File: config.mk
export PLATFORM = sky130hd
export DESIGN_NAME = dual_timer_wrap
export DESIGN_NICKNAME = d
export VERILOG_FILES = /design/src/rtl/dual_timer_wrap.sv
export SDC_FILE = /design/constraint.sdc
export NUM_CORES = 1
export LEC_CHECK = 0
export BUFFER_PORTS_ARGS = -buffer_cell sky130_fd_sc_hd__buf_2
export CAP_MARGIN = 20
export CORE_UTILIZATION = 36
export DETAILED_ROUTE_END_ITERATION = 10
export PLACE_DENSITY = 0.58
export SLEW_MARGIN = 10
export SYNTH_ARGS = -nofsm -noshare
export SYNTH_HDL_FRONTEND = slang
export SYNTH_SLANG_ARGS = --single-unit
export TNS_END_PERCENT = 50
File: constraint.sdc
create_clock -name clk -period 6.5 [get_ports clk]
set_clock_uncertainty 0.05 [all_clocks]
set_input_delay 0.65 -clock clk [delete_from_list [all_inputs] [get_ports clk]]
set_output_delay 0.65 -clock clk [all_outputs]
set_load 0.03 [all_outputs]
File: src/rtl/dual_timer_wrap.sv
module dual_timer_chan (
  input  logic        clk,
  input  logic        rst_n,
  input  logic        we,
  input  logic [2:0]  off,
  input  logic [31:0] wdata,
  input  logic        tick,
  output logic [31:0] rdata,
  output logic        irq
);
  logic [31:0] load, cnt;
  logic        run, ie, flag;

  always_ff @(posedge clk) begin
    if (!rst_n) begin
      load <= '0;
      cnt  <= '0;
      run  <= 1'b0;
      ie   <= 1'b1;
      flag <= 1'b0;
    end else begin
      if (tick && run && cnt != 32'd0) begin
        if (cnt == 32'd1) begin
          flag <= 1'b1;
          cnt  <= load;
        end else begin
          cnt <= cnt - 32'd1;
        end
      end
      if (we) begin
        case (off)
          3'd0: begin load <= wdata; cnt <= wdata; end
          3'd2: begin run <= wdata[0]; ie <= wdata[1]; end
          3'd3: flag <= 1'b0;
          default: ;
        endcase
      end
    end
  end

  always_comb begin
    case (off)
      3'd0:    rdata = load;
      3'd1:    rdata = cnt;
      3'd2:    rdata = {30'd0, ie, run};
      3'd4:    rdata = {31'd0, flag};
      3'd5:    rdata = {31'd0, flag & ie};
      default: rdata = '0;
    endcase
  end

  assign irq = flag & ie;
endmodule

module dual_timer_wrap (
  input  logic        clk,
  input  logic        rst_n,
  input  logic        sel,
  input  logic        wr,
  input  logic [11:2] waddr,
  input  logic [31:0] wdata,
  input  logic        tick0,
  input  logic        tick1,
  output logic [31:0] rdata,
  output logic        irq
);
  logic        hit0, hit1, hit_id;
  logic [31:0] rd0, rd1, rd_mux;
  logic        irq0, irq1;
  logic [7:0]  id_byte;

  assign hit0   = (waddr[11:5] == 7'h00);
  assign hit1   = (waddr[11:5] == 7'h01);
  assign hit_id = (waddr[11:5] == 7'h7F);

  dual_timer_chan u_ch0 (
    .clk(clk), .rst_n(rst_n), .we(sel & wr & hit0), .off(waddr[4:2]),
    .wdata(wdata), .tick(tick0), .rdata(rd0), .irq(irq0)
  );

  dual_timer_chan u_ch1 (
    .clk(clk), .rst_n(rst_n), .we(sel & wr & hit1), .off(waddr[4:2]),
    .wdata(wdata), .tick(tick1), .rdata(rd1), .irq(irq1)
  );

  always_comb begin
    case (waddr[4:2])
      3'd0: id_byte = 8'h04;
      3'd1: id_byte = 8'h18;
      3'd2: id_byte = 8'h14;
      3'd3: id_byte = 8'h00;
      3'd4: id_byte = 8'h0D;
      3'd5: id_byte = 8'hF0;
      3'd6: id_byte = 8'h05;
      default: id_byte = 8'hB1;
    endcase
  end

  assign rd_mux = hit0   ? rd0 :
                  hit1   ? rd1 :
                  hit_id ? {24'd0, id_byte} : 32'd0;

  always_ff @(posedge clk) begin
    if (!rst_n)          rdata <= '0;
    else if (sel && !wr) rdata <= rd_mux;
  end

  assign irq = irq0 | irq1;
endmodule


* Yosys cells after proc, flatten, opt, wreduce, memory -nomap -nowiden
Cells that the tools add are included.
Storage, ports and cells: register bits 166, bits of input ports 48, output and inout bits 33, logic and storage cells 65
Cells by class: add/sub/neg operators 2, equal/unequal tests 10, mux-type cells 22, bitwise logic cells 6, reductions and logical operators 14
Operator list (number):
- 32-bit two-way mux | 10
- 32-bit one-hot mux with 5 select lines | 2
- 32-bit by 1-bit equality test with 1-bit output, second input constant | 2
- 32-bit nonzero test | 2
- 32-bit by 1-bit subtractor with 32-bit output, second input constant | 2
- 8-bit one-hot mux with 7 select lines | 1
- 3-bit equality test, second input constant | 3
- 1-bit two-way mux | 8
- 8-bit two-way mux | 1
- 2-bit AND reduction | 4
- 7-bit by 1-bit equality test with 1-bit output, second input constant | 1
- 7-bit equality test, second input constant | 1
- 7-bit zero test | 1
- 3-bit by 2-bit equality test with 1-bit output, second input constant | 2
- 1-bit AND | 5
- 1-bit logical AND | 5
- 3-bit by 1-bit equality test with 1-bit output, second input constant | 1
- 3-bit zero test | 1
- 1-bit zero test | 1
- 1-bit bitwise OR | 1

* Longest topological paths before layout
Gate-level depths: netlist of the first run.
depth after elaboration 5, mapped depth 11, depth with buffers taken out 8

* Modules after synthesis
From an unflattened synthesis of the first run, not the netlist that was laid out.
Second synthesis, totals: cell total of the unflattened synthesis 1297, area, all modules 10161.0 um^2
By module, submodules not included:
- dual_timer_chan (u_ch0) | times used 1, cells an instance 538, area each 4214.0 um^2
- dual_timer_chan (u_ch1) | times used 1, cells an instance 550, area each 4165.2 um^2
- dual_timer_wrap | times used 1, cells an instance 209, area each 1781.7 um^2

* Worst setup path before layout of the first run
Ideal clock, no wire load.
kind input to register, from input port waddr[6] (netlist bit), to register u_ch0.cnt[20], library setup time 74 ps, data arrival time 2711 ps, path slack 3665 ps, stages 6, buffers on the path 2, cells stage by stage or4_1 > nor4_2 > clkbuf_1 > clkbuf_1 > nand2_1 > a31oi_1
Between the ends: longest elaborated chain between the ends 3
Ends and longest elaborated chain:
- start, declared | line 60 | input logic [11:2] waddr,
- 7-bit zero test | line 72 | assign hit0 = (waddr[11:5] == 7'h00);
- 1-bit AND | line 77 | .clk(clk), .rst_n(rst_n), .we(sel & wr & hit0), .off(waddr[4:2]),
- 32-bit two-way mux | line 30 | if (we) begin
- end signal, assigned | line 25 | cnt <= load;
- end signal, assigned | line 27 | cnt <= cnt - 32'd1;
- end signal, assigned | line 32 | 3'd0: begin load <= wdata; cnt <= wdata; end
- end, declared | line 11 | logic [31:0] load, cnt;
Every way passes these cells. A chain may end at the register's enable or synchronous reset.

* Worst setup path in the final report of the first run
from register u_ch0.cnt[1], to register u_ch0.cnt[22]
Between the ends: longest elaborated chain between the ends 5, elaborated cells between the ends (all ways) 8
Ends and longest elaborated chain:
- 32-bit by 1-bit subtractor with 32-bit output (tied with other cells) | line 27
- 32-bit two-way mux / 1-bit logical AND (equally long branches) | line 23, 22
- 32-bit two-way mux (*) | line 22 | if (tick && run && cnt != 32'd0) begin
- 32-bit two-way mux | line 31 | case (off)
- 32-bit two-way mux (*) | line 30
Mark *: on every way between the ends. The rest lies on a longest branch, timed or not.

==> flow_summary.yaml, run 1 <==
critical_path:
  critPathSlowestCell: "o41ai_2"
  cp_cell_sequence: "inv_1 -> ha_1 -> nor3b_1 -> nand4_1 -> o41ai_2 -> buf_4 -> a21oi_1 -> o22ai_1 -> a21oi_1"
  cp_top_family: "compound AO/OA/AOI/OAI gates"
  end_kind: "flop"
  crit_required_ns: 6.74
  critical_path_class: "flop to flop"
  critical-path-max-stage-delay_ns: 1.04
  path_buf_inv: 2
  crit_path_frequent_cell: "a21oi_1"
  crit_arrival_ns: 3.78
  r2r-start: "u_ch0.cnt[1]"
  crit_fanout: 11
  crit_start: "u_ch0.cnt[1]"
  startpoint_type: "flop"
grt:
  grt_pass1_vias: 9051
  grt_first_pass_wirelength_um: 53500
  use_met3_pct: 5.44
  grt_busiest_layer: "met2"
  grt_overflow_total: 0
  gr-usage-all-layers_pct: 26.4
  met1_usage_pct: 36.9
  antenna_found_initial: 0
  grtUsageMet2_pct: 40.2
  grt_start_max_net_pins: 75
route:
  vias: 9835
  first_pass_iters: 6
  via_per_inst: 6.16
  drc_errors: 0
  routedWlPerCell_um: 21.7
  routed_wl_um: 34700
  ant_nets: 0
  first_iter_violations: 982
die:
  initial_core_util_pct: 36.7
  io_pins: 81
  die-width_um: 162
  die_h_um: 162
  rows: 58
  core_area_mm2: 0.0252
  die_area_mm2: 0.0263
clock_network:
  clockBufferDepth: 2
  clock-sinks: 166
  clock_latency_ns: 0.45
  cts_setup_buffers: 0
  hold_buffers: 0
  cts_max_level: 4
  clk_transition_reported_paths_ns: 0.07
  cts_inserted_buffers: 17
  root_buffer: "clkbuf_16"
  cts_tree: "built"
  ctsResizeCount: 0
logic_synthesis:
  synth_area_mm2: 0.00924
  synthXorXnorAreaFrac_pct: 0.379
  synth_ff_type: "dfxtp_1"
  ys_async_sr_fraction_pct: 0
  synth.most_common_cell: "nand2_1"
  synthMuxAreaShare_pct: 1.84
  synth_edf_count: 0
  yosys_warnings: 0
  synthSimpleGateAreaFrac_pct: 22.0
  synth.cells.most_frequent: "194 x nand2_1, 166 x dfxtp_1, 136 x a21oi_1, 92 x nor2_1, 83 x clkbuf_1"
  synth_top_area_cell: "dfxtp_1"
  yosysUniqueCellTypes: 72
  synthesis.nets: 1288
  synthAdderAreaFrac_pct: 0.541
  synth_compound_area_share_pct: 33.2
  yosysTopAreaCellShare_pct: 36.0
  synthTopCellsByArea: "dfxtp_1 36%, nand2_1 7.9%, a21oi_1 7.4%"
  ys_ff_latch: 166
  syn_inst: 1236
  avgSynthCellArea_um2: 7.48
  synth_top_family_by_area: "compound AO/OA/AOI/OAI gates"
  yosysSeqAreaShare_pct: 36.0
min_path:
  hold_path.startpoint: "rdata[7]"
  hp-class: "flop to flop"
timing:
  slew_headroom_pct: 29.1
  fin_crit_sh_pct: 54.4
  fin_tns_setup_ns: 0
  finalHoldViolCount: 0
  rsz0062_at_grt: "no"
  finalSetupViolations: 0
  post-route-min-period_ns: 3.54
  max_freq_ghz: 0.283
  timing_worst_slew_pin_value_ns: 1.06
  finalMaxSlewViolations: 0
finish:
  fin_cells: 1596
  fin_nets: 1305
  syn_to_final_growth_pct: 12.7
  multi_input_area_mm2: 0.00542
  nFillCells: 2608
  ff_latch_area_mm2: 0.00332
  antenna_cells: 0
  drive_gt1_share_pct: 13.5
power_and_ir_drop:
  peakVddDrop_uv: 185
  power_density_mw_per_mm2: 210
  p_leak_uw: 0.00366
status:
  status: "completed"
run:
  max_cap_viol_count: 0
place:
  post-dp-hpwl_um: 23700
  port_buffers: 80
  dp.cells: 1564
  place.gp.congestion: 0.918
==> sequential cells by signal, summed over array words and instances, names as in the netlist <==
signal / cells
u_ch0.load: 32
u_ch1.flag: 1
rdata: 32
u_ch1.load: 32
u_ch0.cnt: 32
u_ch0.ie: 1
u_ch0.run: 1
u_ch1.cnt: 32
u_ch0.flag: 1
u_ch1.run: 1
u_ch1.ie: 1
==> through the flow <==
stage                     total power, uW  hold WS [ns]  worst slack [ns]  util [%]  area (um^2)
after floorplan                      1100         0.393              3.66         -         9240
after global placement               1160         0.396              2.77      39.0         9830
after detailed placement             1160         0.406              2.70      39.0         9830
after CTS                            2200         0.416              3.03      41.4        10400
after global routing                 2250         0.434              2.71      41.4        10400
final                                2190         0.407              2.96      41.4        10400
==> metal layers <==
metal,share of wire [%],wire [um]
met1,45,15700
met2,44,15400
met3,7.8,2720
met4,2.6,887
met5,0,0
==> final timing paths <==
| kind | endpoint | slack [ns] | cells after the start |
|---|---|---|---|
| setup reg to reg | u_ch0.cnt[22] | 2.96 | 9 |
| hold reg to reg | rdata[7] | 0.41 | 2 |
| hold / removal | rdata[7] | 0.41 | 2 |
| setup / recovery | u_ch0.cnt[22] | 2.96 | 9 |
==> cell usage in the layout, fill, tap and decap left out, types with 8 or more instances in the layout <==
cell,Yosys,routed
a22oi_1,72,72
a21oi_1,136,135
clkbuf_16,0,17
or4_1,11,11
o22ai_1,37,37
o211ai_1,8,8
o21ai_0,60,60
a221oi_1,11,11
nand4_1,13,13
nor2_1,92,90
buf_4,0,21
dfxtp_1,166,166
o21ai_1,26,26
inv_1,29,28
mux2_2,8,8
mux2i_1,8,8
or3_1,16,15
a2bb2oi_1,16,16
nor4_1,26,24
or2_2,8,8
o21a_1,12,12
nand3_1,22,22
buf_2,9,80
nor3_1,30,29
nand2_1,194,194
a31oi_1,13,13
a21boi_1,12,12
==> area by class of cell <==
| cell class | count | area share, % |
|---|---|---|
| clock inverters | 15 | 1.59 |
| clock buffers | 17 | 4.08 |
| repair buffers | 101 | 5.36 |
| well taps | 330 | 3.96 |
| inverters | 30 | 1.09 |
| flip-flops and latches | 166 | 31.9 |
| multi-input cells | 937 | 52.0 |
==> worst register-to-register path: stages, from the launching register on <==
cell	delay (ns)
dfxtp_1	0.39
inv_1	0.11
ha_1	0.21
nor3b_1	0.40
nand4_1	0.56
o41ai_2	1.04
buf_4	0.33
a21oi_1	0.07
o22ai_1	0.16
a21oi_1	0.08
==> cell families after synthesis <==
family                   count (synthesis)
AO/OA/AOI/OAI                          471
AND/OR/NAND/NOR                        442
flip-flops                             166
buffers and inverters                  133
multiplexers                            16
XOR/XNOR                                 4
adder cells (fa/ha/maj)                  4
==> report_power, final <==
part | internal [uW] | total, uW | switching, uW
sequential | 1020 | 1020 | 1.43
combinational | 28.3 | 116 | 87.9
clock | 576 | 1050 | 478
total | 1620 | 2190 | 568
Note: power is estimated with default switching activity, not from simulation.
==> run 2, diff against run 1 <==
Settings changed: PLACE_DENSITY 0.58 to 0.6.
Clock period 6.5 ns to 2.99 ns, I/O delays scaled along.
==> run 2 against run 1 <==
- sequential power rose by 120%
- wire length fell by 0.84%
- register-to-register slack got worse by 2.7 ns
- combinational power rose by 120%
- clock-buffer cell count did not move
- first-iteration DRC count rose by 7.8%
- sequential share of layout area fell by 0.89 points
- via count rose by 0.80%
- clock power rose by 100%
- maximum frequency rose by 29%
- die area did not move
- largest power group is now sequential cells
- global-route usage fell by 0.22 points
==> flow_summary.yaml, run 2 (synthesis gave the netlist of run 1 again) <==
status:
  status: "completed"
finish:
  drive_gt1_share_pct: 15.8
  final_cell_mix: "194 x nand2_1, 166 x dfxtp_1, 135 x a21oi_1"
  fin_nets: 1342
  fin_cells: 1631
  antenna_cells: 0
  final_common_cell: "nand2_1"
  syn_to_final_growth_pct: 15.9
  nFillCells: 2591
die:
  die-width_um: 162
  die_area_mm2: 0.0263
  die_h_um: 162
  io_pins: 81
  initial_core_util_pct: 36.7
  core_area_mm2: 0.0252
  rows: 58
route:
  first_iter_violations: 1059
  drc_errors: 0
  first_pass_iters: 6
  vias: 9914
  via_per_inst: 6.08
  routedWlPerCell_um: 21.1
  routed_wl_um: 34400
  ant_nets: 0
clock_network:
  clk_transition_reported_paths_ns: 0.07
  cts_inserted_buffers: 17
  cts_setup_buffers: 0
  cts_tree: "built"
  hold_buffers: 0
  clock-sinks: 166
  clock_latency_ns: 0.44
  root_buffer: "clkbuf_16"
  ctsResizeCount: 0
  clockBufferDepth: 2
  cts_max_level: 4
power_and_ir_drop:
  seqPwrFrac_pct: 48.2
  combPwrFrac_pct: 5.6
  peakVddDrop_uv: 297
  internal_power_uw: 3430
  swShare_pct: 25.4
  power.switching_uw: 1170
  clkPwrFrac_pct: 46.2
  power_density_mw_per_mm2: 429
  p_leak_uw: 0.00383
grt:
  grt_overflow_total: 0
  antenna_found_initial: 0
  grt_pass1_vias: 9014
  grt_start_max_net_pins: 53
  grt_first_pass_wirelength_um: 53200
  gr-usage-all-layers_pct: 26.2
timing:
  max_freq_ghz: 0.363
  slew_headroom_pct: 42.9
  finalSetupViolations: 0
  finalHoldViolCount: 0
  hold_ws_ns: 0.0755
  post-route-min-period_ns: 2.75
  timing_worst_slew_pin_value_ns: 0.853
  setup_slack_ns: 0.238
  rsz0062_at_grt: "no"
  fin_tns_setup_ns: 0
  fin_crit_sh_pct: 92.0
  finalMaxSlewViolations: 0
place:
  port_buffers: 80
  post-dp-hpwl_um: 24600
  dp.cells: 1601
  place.gp.congestion: 0.956
  pre_cts_slack_ns: 0.273
critical_path:
  critical_path_class: "flop to flop"
  crit_fanout: 22
  regToRegSetupSlack_ns: 0.24
  end_kind: "flop"
  crit_arrival_ns: 3.03
  startpoint_type: "flop"
  crit_required_ns: 3.26
run:
  max_cap_viol_count: 0
min_path:
  hp-class: "input port to flop"
==> run 2: cell types whose count changed in the layout (fill, tap and decap cells not counted), moves of 2 or more <==
cell        delta
inv_6          -3
buf_12         +5
clkinvlp_4     +2
buf_4         +32
clkinv_4       +2
==> run 2: worst paths after layout <==
| check | cells past startpoint | end | start |
|---|---|---|---|
| max | 6 | u_ch1.cnt[6] | u_ch1.cnt[25] |
| min | 3 | u_ch1.cnt[25] | wdata[25] |
| max reg2reg | 6 | u_ch1.cnt[6] | u_ch1.cnt[25] |
| min reg2reg | 2 | rdata[7] | rdata[7] |
==> run 2: metrics by stage <==
| step | total power, uW | cell area, um^2 | utilization (%) |
|---|---|---|---|
| global placement | 2520 | 10200 | 40.4 |
| finish | 4600 | 10700 | 42.6 |
| global route | 4740 | 10700 | 42.6 |
| detailed placement | 2520 | 10200 | 40.4 |
| floorplan | 2390 | 9240 | - |
| CTS | 4620 | 10700 | 42.6 |
==> run 2: worst max-delay path, cell delays in order (launching register included) <==
cell and delay (ns):
dfxtp_1 0.37, or4_4 0.56, or3_1 0.44, or4_4 0.72, mux2i_1 0.19, o21ai_0 0.09, a32o_1 0.21
==> run 2: power groups by stage <==
| stage | Sequential, uW | Combinational (uW) | Clock, uW |
|---|---|---|---|
| floorplan | 2280 | 108 | 0 |
| detailed placement | 2270 | 252 | 0 |
| finish | 2220 | 258 | 2120 |
| CTS | 2220 | 253 | 2150 |
| global route | 2220 | 271 | 2250 |
| global placement | 2270 | 252 | 0 |
==> run 2: final cells by class <==
type / instances / area (um^2) / share of cell area, %
inverter: 30 / 114 / 1.06
multi-input combinational: 937 / 5420 / 50.6
sequential: 166 / 3320 / 31.0
clock inverter: 13 / 125 / 1.17
clock buffer: 17 / 425 / 3.97
tap: 330 / 413 / 3.85
timing repair buffer: 138 / 898 / 8.38
==> run 2: metal layers <==
layer,global-route usage (%),wire [um],vias to the layer above
met5,0,0,-
met4,7.72,725,0
met3,4.44,2780,51
met2,41.1,15800,435
met1,36.5,15100,4738
li1,-,-,4690
